## config.mk

```make
export PLATFORM = sky130hd
export DESIGN_NAME = regwin_top
export DESIGN_NICKNAME = d
export VERILOG_FILES = /design/src/rtl/regwin_pkg.sv /design/src/rtl/regwin_decode.sv /design/src/rtl/regwin_bank.sv /design/src/rtl/regwin_top.sv
export SDC_FILE = /design/constraint.sdc
export NUM_CORES = 2
export LEC_CHECK = 0
export BUFFER_PORTS_ARGS = -buffer_cell sky130_fd_sc_hd__buf_2
export CORE_ASPECT_RATIO = 0.75
export CORE_MARGIN = 4
export CORE_UTILIZATION = 57
export DETAILED_ROUTE_END_ITERATION = 6
export GPL_ROUTABILITY_DRIVEN = 0
export PLACE_DENSITY = 0.82
export SYNTH_ARGS = -nofsm -noshare
export SYNTH_HDL_FRONTEND = slang
export SYNTH_SLANG_ARGS = --single-unit
```

## constraint.sdc

```tcl
create_clock -name clk -period 3.55 [get_ports clk]
set_clock_uncertainty 0.05 [all_clocks]
set_input_delay 0.71 -clock clk [delete_from_list [all_inputs] [get_ports clk]]
set_output_delay 0.71 -clock clk [all_outputs]
set_load 0.02 [all_outputs]
```

## src/rtl/regwin_pkg.sv

```systemverilog
package regwin_pkg;

    typedef enum logic [1:0] {
        OP_WRITE  = 2'd0,
        OP_SET    = 2'd1,
        OP_CLEAR  = 2'd2,
        OP_TOGGLE = 2'd3
    } sct_op_e;

    typedef enum logic [1:0] {
        RG_NONE  = 2'd0,
        RG_IDENT = 2'd1,
        RG_PWR   = 2'd2,
        RG_ARR   = 2'd3
    } region_e;

    typedef enum logic [1:0] {
        S_IDLE = 2'd0,
        S_EXEC = 2'd1,
        S_RESP = 2'd2
    } fsm_e;

    localparam logic [31:0] FAMILY_CODE   = 32'h0072_0000;
    localparam logic [31:0] REVISION_CODE = 32'h0000_0010;

    // Reset image: identification word, four clock-control words with lock bit, rest zero
    function automatic logic [31:0] reset_word(input bit is_pwr, input int idx,
                                               input int lock_bit, input int ident_reg);
        logic [31:0] lock;
        logic [31:0] val;
        lock = 32'd1 << lock_bit;
        val  = '0;
        if (!is_pwr) begin
            if (idx == ident_reg) begin
                val = FAMILY_CODE | REVISION_CODE;
            end else begin
                case (idx)
                    0:       val = 32'h0000_2042 | lock;
                    1:       val = 32'h0060_302c | lock;
                    2:       val = 32'h0000_1fc0 | lock;
                    3:       val = 32'h0001_301b | lock;
                    default: val = '0;
                endcase
            end
        end
        return val;
    endfunction

endpackage

```

## src/rtl/regwin_decode.sv

```systemverilog
module regwin_decode
    import regwin_pkg::*;
#(
    parameter int ADDR_W     = 16,
    parameter int ARR_BASE   = 32'h60,
    parameter int ARR_WORDS  = 64,
    parameter int PWR_BASE   = 32'h200,
    parameter int PWR_WORDS  = 64,
    parameter int IDENT_ADDR = 32'h800,
    parameter int ARR_IW     = 4,
    parameter int PWR_IW     = 4
) (
    input  logic [ADDR_W-1:0] addr,
    output region_e           region,
    output logic [ARR_IW-1:0] arr_idx,
    output logic [PWR_IW-1:0] pwr_idx,
    output sct_op_e           op,
    output logic              misaligned
);
    localparam logic [31:0] ARR_LO = 32'(ARR_BASE);
    localparam logic [31:0] ARR_HI = 32'(ARR_BASE + ARR_WORDS * 4);
    localparam logic [31:0] PWR_LO = 32'(PWR_BASE);
    localparam logic [31:0] PWR_HI = 32'(PWR_BASE + PWR_WORDS * 4);

    logic [31:0]       addr_w;
    logic [ADDR_W-1:0] arr_off;
    logic [ADDR_W-1:0] pwr_off;
    logic              hit_ident;
    logic              hit_pwr;
    logic              hit_arr;

    always_comb begin
        addr_w     = 32'(addr);
        arr_off    = addr - ADDR_W'(ARR_BASE);
        pwr_off    = addr - ADDR_W'(PWR_BASE);
        arr_idx    = ARR_IW'(arr_off >> 4);
        pwr_idx    = PWR_IW'(pwr_off >> 4);
        op         = sct_op_e'(addr[3:2]);
        misaligned = (addr[1:0] != 2'b00);
        hit_ident  = (addr[ADDR_W-1:2] == (ADDR_W-2)'(IDENT_ADDR >> 2));
        hit_pwr    = (addr_w >= PWR_LO) && (addr_w < PWR_HI);
        hit_arr    = (addr_w >= ARR_LO) && (addr_w < ARR_HI);
        // highest priority first
        if (hit_ident)    region = RG_IDENT;
        else if (hit_pwr) region = RG_PWR;
        else if (hit_arr) region = RG_ARR;
        else              region = RG_NONE;
    end
endmodule

```

## src/rtl/regwin_bank.sv

```systemverilog
module regwin_bank
    import regwin_pkg::*;
#(
    parameter int NREGS     = 16,   // power of two
    parameter int IW        = 4,
    parameter bit IS_PWR    = 1'b0,
    parameter int LOCK_BIT  = 31,
    parameter int IDENT_REG = 15,
    parameter int TAP_REG   = 0
) (
    input  logic          clk,
    input  logic          rst_n,
    input  logic          wr_en,
    input  sct_op_e       op,
    input  logic [IW-1:0] wr_idx,
    input  logic [31:0]   wdata,
    input  logic [IW-1:0] rd_idx,
    output logic [31:0]   rd_data,
    output logic [31:0]   tap_data
);
    logic [31:0] regs [NREGS];

    always_ff @(posedge clk) begin
        if (!rst_n) begin
            for (int i = 0; i < NREGS; i++) begin
                regs[i] <= reset_word(IS_PWR, i, LOCK_BIT, IDENT_REG);
            end
        end else if (wr_en) begin
            unique case (op)
                OP_WRITE:  regs[wr_idx] <= wdata;
                OP_SET:    regs[wr_idx] <= regs[wr_idx] | wdata;
                OP_CLEAR:  regs[wr_idx] <= regs[wr_idx] & ~wdata;
                OP_TOGGLE: regs[wr_idx] <= regs[wr_idx] ^ wdata;
                default:   regs[wr_idx] <= regs[wr_idx];
            endcase
        end
    end

    assign rd_data  = regs[rd_idx];
    assign tap_data = regs[TAP_REG];

    assert_set_bits_R3: assert property (@(posedge clk) disable iff (!rst_n)
        (wr_en && op == OP_SET) |=> ((regs[$past(wr_idx)] & $past(wdata)) == $past(wdata)));

    assert_clear_bits_R4: assert property (@(posedge clk) disable iff (!rst_n)
        (wr_en && op == OP_CLEAR) |=> ((regs[$past(wr_idx)] & $past(wdata)) == 32'd0));
endmodule

```

## src/rtl/regwin_top.sv

```systemverilog
module regwin_top
    import regwin_pkg::*;
#(
    parameter int ADDR_W     = 16,
    parameter int ARR_BASE   = 32'h60,
    parameter int ARR_WORDS  = 64,
    parameter int PWR_BASE   = 32'h200,
    parameter int PWR_WORDS  = 64,
    parameter int IDENT_ADDR = 32'h800,
    parameter int IDENT_REG  = 15,
    parameter int LOCK_BIT   = 31
) (
    input  logic              clk,
    input  logic              rst_n,
    input  logic              req,
    input  logic              we,
    input  logic [ADDR_W-1:0] addr,
    input  logic [31:0]       wdata,
    output logic              ack,
    output logic              err,
    output logic [31:0]       rdata
);
    localparam int ARR_REGS = ARR_WORDS / 4;
    localparam int PWR_REGS = PWR_WORDS / 4;
    localparam int ARR_IW   = $clog2(ARR_REGS);
    localparam int PWR_IW   = $clog2(PWR_REGS);

    fsm_e              state, state_nx;
    logic              we_q;
    logic [ADDR_W-1:0] addr_q;
    logic [31:0]       wdata_q;
    logic [31:0]       rdata_q;
    logic              err_q;

    region_e           region;
    sct_op_e           op;
    logic              misaligned;
    logic [ARR_IW-1:0] arr_idx;
    logic [PWR_IW-1:0] pwr_idx;
    logic [31:0]       arr_rd, arr_tap, pwr_rd, pwr_tap;
    logic              arr_wr, pwr_wr;
    logic [31:0]       rd_mux;

    regwin_decode #(
        .ADDR_W(ADDR_W), .ARR_BASE(ARR_BASE), .ARR_WORDS(ARR_WORDS),
        .PWR_BASE(PWR_BASE), .PWR_WORDS(PWR_WORDS), .IDENT_ADDR(IDENT_ADDR),
        .ARR_IW(ARR_IW), .PWR_IW(PWR_IW)
    ) u_decode (
        .addr(addr_q), .region(region), .arr_idx(arr_idx), .pwr_idx(pwr_idx),
        .op(op), .misaligned(misaligned)
    );

    regwin_bank #(
        .NREGS(ARR_REGS), .IW(ARR_IW), .IS_PWR(1'b0), .LOCK_BIT(LOCK_BIT),
        .IDENT_REG(IDENT_REG), .TAP_REG(IDENT_REG)
    ) u_arr (
        .clk(clk), .rst_n(rst_n), .wr_en(arr_wr), .op(op), .wr_idx(arr_idx),
        .wdata(wdata_q), .rd_idx(arr_idx), .rd_data(arr_rd), .tap_data(arr_tap)
    );

    regwin_bank #(
        .NREGS(PWR_REGS), .IW(PWR_IW), .IS_PWR(1'b1), .LOCK_BIT(LOCK_BIT),
        .IDENT_REG(IDENT_REG), .TAP_REG(0)
    ) u_pwr (
        .clk(clk), .rst_n(rst_n), .wr_en(pwr_wr), .op(op), .wr_idx(pwr_idx),
        .wdata(wdata_q), .rd_idx(pwr_idx), .rd_data(pwr_rd), .tap_data(pwr_tap)
    );

    // next-state logic: ACCEPT, EXECUTE, RESPOND
    always_comb begin
        state_nx = state;
        unique case (state)
            S_IDLE:  if (req) state_nx = S_EXEC;
            S_EXEC:  state_nx = S_RESP;
            S_RESP:  state_nx = S_IDLE;
            default: state_nx = S_IDLE;
        endcase
    end

    // state register
    always_ff @(posedge clk) begin
        if (!rst_n) state <= S_IDLE;
        else        state <= state_nx;
    end

    // datapath registers
    always_ff @(posedge clk) begin
        if (!rst_n) begin
            we_q    <= 1'b0;
            addr_q  <= '0;
            wdata_q <= '0;
            rdata_q <= '0;
            err_q   <= 1'b0;
        end else begin
            if (state == S_IDLE && req) begin
                we_q    <= we;
                addr_q  <= addr;
                wdata_q <= wdata;
            end
            if (state == S_EXEC) begin
                err_q   <= misaligned;
                rdata_q <= (!we_q && !misaligned) ? rd_mux : 32'd0;
            end
        end
    end

    always_comb begin
        unique case (region)
            RG_IDENT: rd_mux = arr_tap;
            RG_PWR:   rd_mux = pwr_rd;
            RG_ARR:   rd_mux = arr_rd;
            default:  rd_mux = 32'd0;
        endcase
        arr_wr = (state == S_EXEC) && we_q && !misaligned && (region == RG_ARR);
        pwr_wr = (state == S_EXEC) && we_q && !misaligned && (region == RG_PWR);
    end

    // outputs
    always_comb begin
        ack   = (state == S_RESP);
        err   = err_q;
        rdata = rdata_q;
    end

    assert_ack_timing_R10: assert property (@(posedge clk) disable iff (!rst_n)
        (state == S_IDLE && req) |=> (!ack ##1 ack));

    assert_ident_readonly_R6: assert property (@(posedge clk) disable iff (!rst_n)
        (state == S_EXEC && we_q && region == RG_IDENT) |=> $stable(arr_tap));

    assert_err_zero_data_R9: assert property (@(posedge clk) disable iff (!rst_n)
        (ack && err) |-> (rdata == 32'd0));

    assert_pwr_untouched_R8: assert property (@(posedge clk) disable iff (!rst_n)
        (state == S_EXEC && region != RG_PWR) |=> $stable(pwr_tap));
endmodule

```

==> impl_metrics.json <==
{
  "status": "finished, final reports clean",
  "track_usage_pct": 29.6,
  "core_area_mm2": 0.0922,
  "synthFlopType": "edfxtp_1",
  "cp_slowest_stage_delay_ns": 0.50,
  "area_growth_pct": 12.4,
  "diodes": 0,
  "grt_max_degree": 69,
  "synthDominantCellAreaShare_pct": 57.5,
  "dp.cells": 5121,
  "insertion_delay_ns": 0.69,
  "cts_buffer_depth": 3,
  "synthArstFlopShare_pct": 0,
  "fin_crit_ns": 3.46,
  "crit_path_start_kind": "flop",
  "dp_hpwl_um": 93800,
  "ys_ff_latch": 1112,
  "synth_common_cells": "edfxtp_1, nor2_1, mux4_2",
  "synth_most_common_cell": "edfxtp_1",
  "fin_crit_sh_pct": 97.5,
  "critical_path.max_fanout": 17,
  "multi_input_area_mm2": 0.0190,
  "ant_nets": 0,
  "finalWirelength_um": 147000,
  "die-area_mm2": 0.0988,
  "endpoint_kind": "flop",
  "cp.arrival_ns": 3.75,
  "vias": 35400,
  "avgSynthCellArea_um2": 13.7,
  "synth_cell_types": 66,
  "ys.warnings.count": 0,
  "grt_pass1_wl_um": 220000,
  "grt_use_met2_pct": 44.5,
  "io_buffers": 85,
  "postCtsSetupBuffers": 0,
  "cp_slowest_cell": "nor3_4",
  "criticalPathCategory": "flop to flop",
  "synth_edf_count": 1024,
  "maxCapViolCount": 0,
  "first_iter_violations": 5455,
  "post-synth-top-area-cell": "edfxtp_1",
  "h-tree-depth": 3,
  "stdcell_count": 5307,
  "ios": 86,
  "numCtsBuffers": 101,
  "globalRoute.busiestLayer": "met2",
  "n_fill_cell": 6222,
  "path_clk_slew_ns": 0.07,
  "std_cell_rows": 96,
  "hold_buffers": 0,
  "syn_nets": 4077,
  "power_density_mw_per_mm2": 482,
  "crit_top_cell": "buf_4",
  "min-delay-path-class": "input port to flop",
  "drc": 0,
  "final_nets": 4181,
  "dieHeight_um": 273,
  "worst_pin_slew_ns": 1.15,
  "fmax_ghz": 0.289,
  "hold_violations": 0,
  "cp_cell_sequence": "buf_12 > buf_4 > nor2_1 > a41o_1 > nand3_4 > nor3_4 > nand4_4 > nand2_1 > buf_4",
  "irDropWorstVdd_mv": 0.437,
  "overflow": 0,
  "cts_tree": "built",
  "cp.required_ns": 3.84,
  "die_w_um": 362,
  "slew_violations": 0,
  "drive_gt1_share_pct": 25.5,
  "avgRoutedWirePerCell_um": 27.6,
  "met3_usage_pct": 9.67,
  "dr.pass1.iters": 6,
  "cts_root_buf": "clkbuf_16",
  "grt_pass1_vias": 34800,
  "grt_antenna_before_repair": 3,
  "synth_area_leaders": "edfxtp_1, mux4_2, nor2_1, dfxtp_1, ha_1",
  "viasPerCell": 6.67,
  "final_util_pct": 65.2,
  "relSlewSlack_pct": 22.9,
  "setup_tns_ns": 0,
  "clock-sinks": 1112,
  "syn_inst": 3895,
  "setup_viol": 0,
  "syn_area_mm2": 0.0535,
  "seq_area_mm2": 0.0325,
  "seq_area_frac_synth_pct": 60.8,
  "gr-usage-met1_pct": 42.5,
  "cellLeakagePower_nw": 20.6,
  "initial_core_util_pct": 58.0
}
-- layer usage --
layer / share of wire, % / vias up
li1: - / 14700
met1: 37 / 17600
met2: 46 / 2756
met3: 15 / 269
met4: 2.3 / 8
met5: 0.044 / -
-- kinds of logic after synthesis --
| logic type | count (synthesis) | share of synthesized area, % |
|---|---|---|
| AO/OA/AOI/OAI | 344 | 4.98 |
| XOR/XNOR | 2 | 0.0679 |
| adder cells (fa/ha/maj) | 130 | 3.04 |
| buffers and inverters | 469 | 3.90 |
| flip-flops | 1112 | 60.8 |
| multiplexers | 416 | 13.9 |
| AND/OR/NAND/NOR | 1422 | 13.4 |
-- worst max-delay path: cells and delay by family (launching register included) --
family	cells	cell delay [ns]
AOI/OAI and AO/OA	1	0.33
buffers and inverters	3	0.82
and+or+nand+nor	5	1.46
DFF	1	0.41
-- placed cells by master, fill, tap and decap left out, types with 14 or more instances in the layout --
master	instances
mux4_2	256
buf_4	215
clkinv_2	14
clkbuf_1	24
a221oi_1	58
inv_1	99
buf_2	85
mux2_2	32
and2_1	34
ha_1	130
o22ai_2	18
edfxtp_1	1024
dfxtp_1	80
mux2i_1	127
nor4_1	95
nor2_1	875
clkbuf_16	103
nand2_1	231
nor4_4	18
a22oi_1	20
o221a_2	21
nor4_2	83
clkinv_1	21
a22o_1	32
buf_12	68
a21oi_2	32
a21oi_1	61
o21ai_0	59
-- sequential cells by signal (all words and copies together), names as in the netlist, named ones only --
register and flops:
err 1, state 2, u_arr.regs 512, we_q 1, addr_q 16, rdata 32, wdata_q 32, u_pwr.regs 512
-- layout make-up --
| type | instances | area share (%) |
|---|---|---|
| Sequential cell | 1112 | 54.1 |
| Tap cell | 1225 | 2.55 |
| Clock inverter | 55 | 0.909 |
| Inverter | 100 | 0.624 |
| Timing Repair Buffer | 370 | 5.69 |
| Clock buffer | 131 | 4.53 |
| Multi-Input combinational cell | 2314 | 31.6 |
-- power breakdown --
group | switching (W) | internal, W | leakage (nW)
logic | 0.00187 | 0.00123 | 7.86
registers | 0.000185 | 0.0147 | 11.2
clock network | 0.00485 | 0.00620 | 1.58
total | 0.00691 | 0.0221 | 20.6
-- path summary, 6_finish.rpt --
path,slack [ns],endpoint,depth (start not counted),from
max,0.09,u_arr.regs[4][26],9,addr_q[4]
min,0.21,wdata_q[13],3,wdata[13]
max reg2reg,0.09,u_arr.regs[4][26],9,addr_q[4]
min reg2reg,0.42,addr_q[10],2,addr_q[10]
-- stage by stage --
stage / setup WS, ns / hold slack [ns] / power, W / instance area, µm²
2_1_floorplan: 0.0655 / 0.386 / 0.0170 / 53500
3_3_place_gp: 0.0608 / 0.396 / 0.0180 / 56800
3_5_place_dp: -0.0967 / 0.402 / 0.0181 / 56800
4_1_cts: -0.134 / 0.171 / 0.0290 / 60100
5_1_grt: -0.0477 / 0.192 / 0.0299 / 60100
6_report: 0.0890 / 0.207 / 0.0290 / 60100
-- what timing repair did --
item                       CTS  global route
gates resized for setup      0            12
setup endpoints to repair  196           488
pin swaps                    0             1
cloned                       0             0
Power figures use the tool's default switching activity.
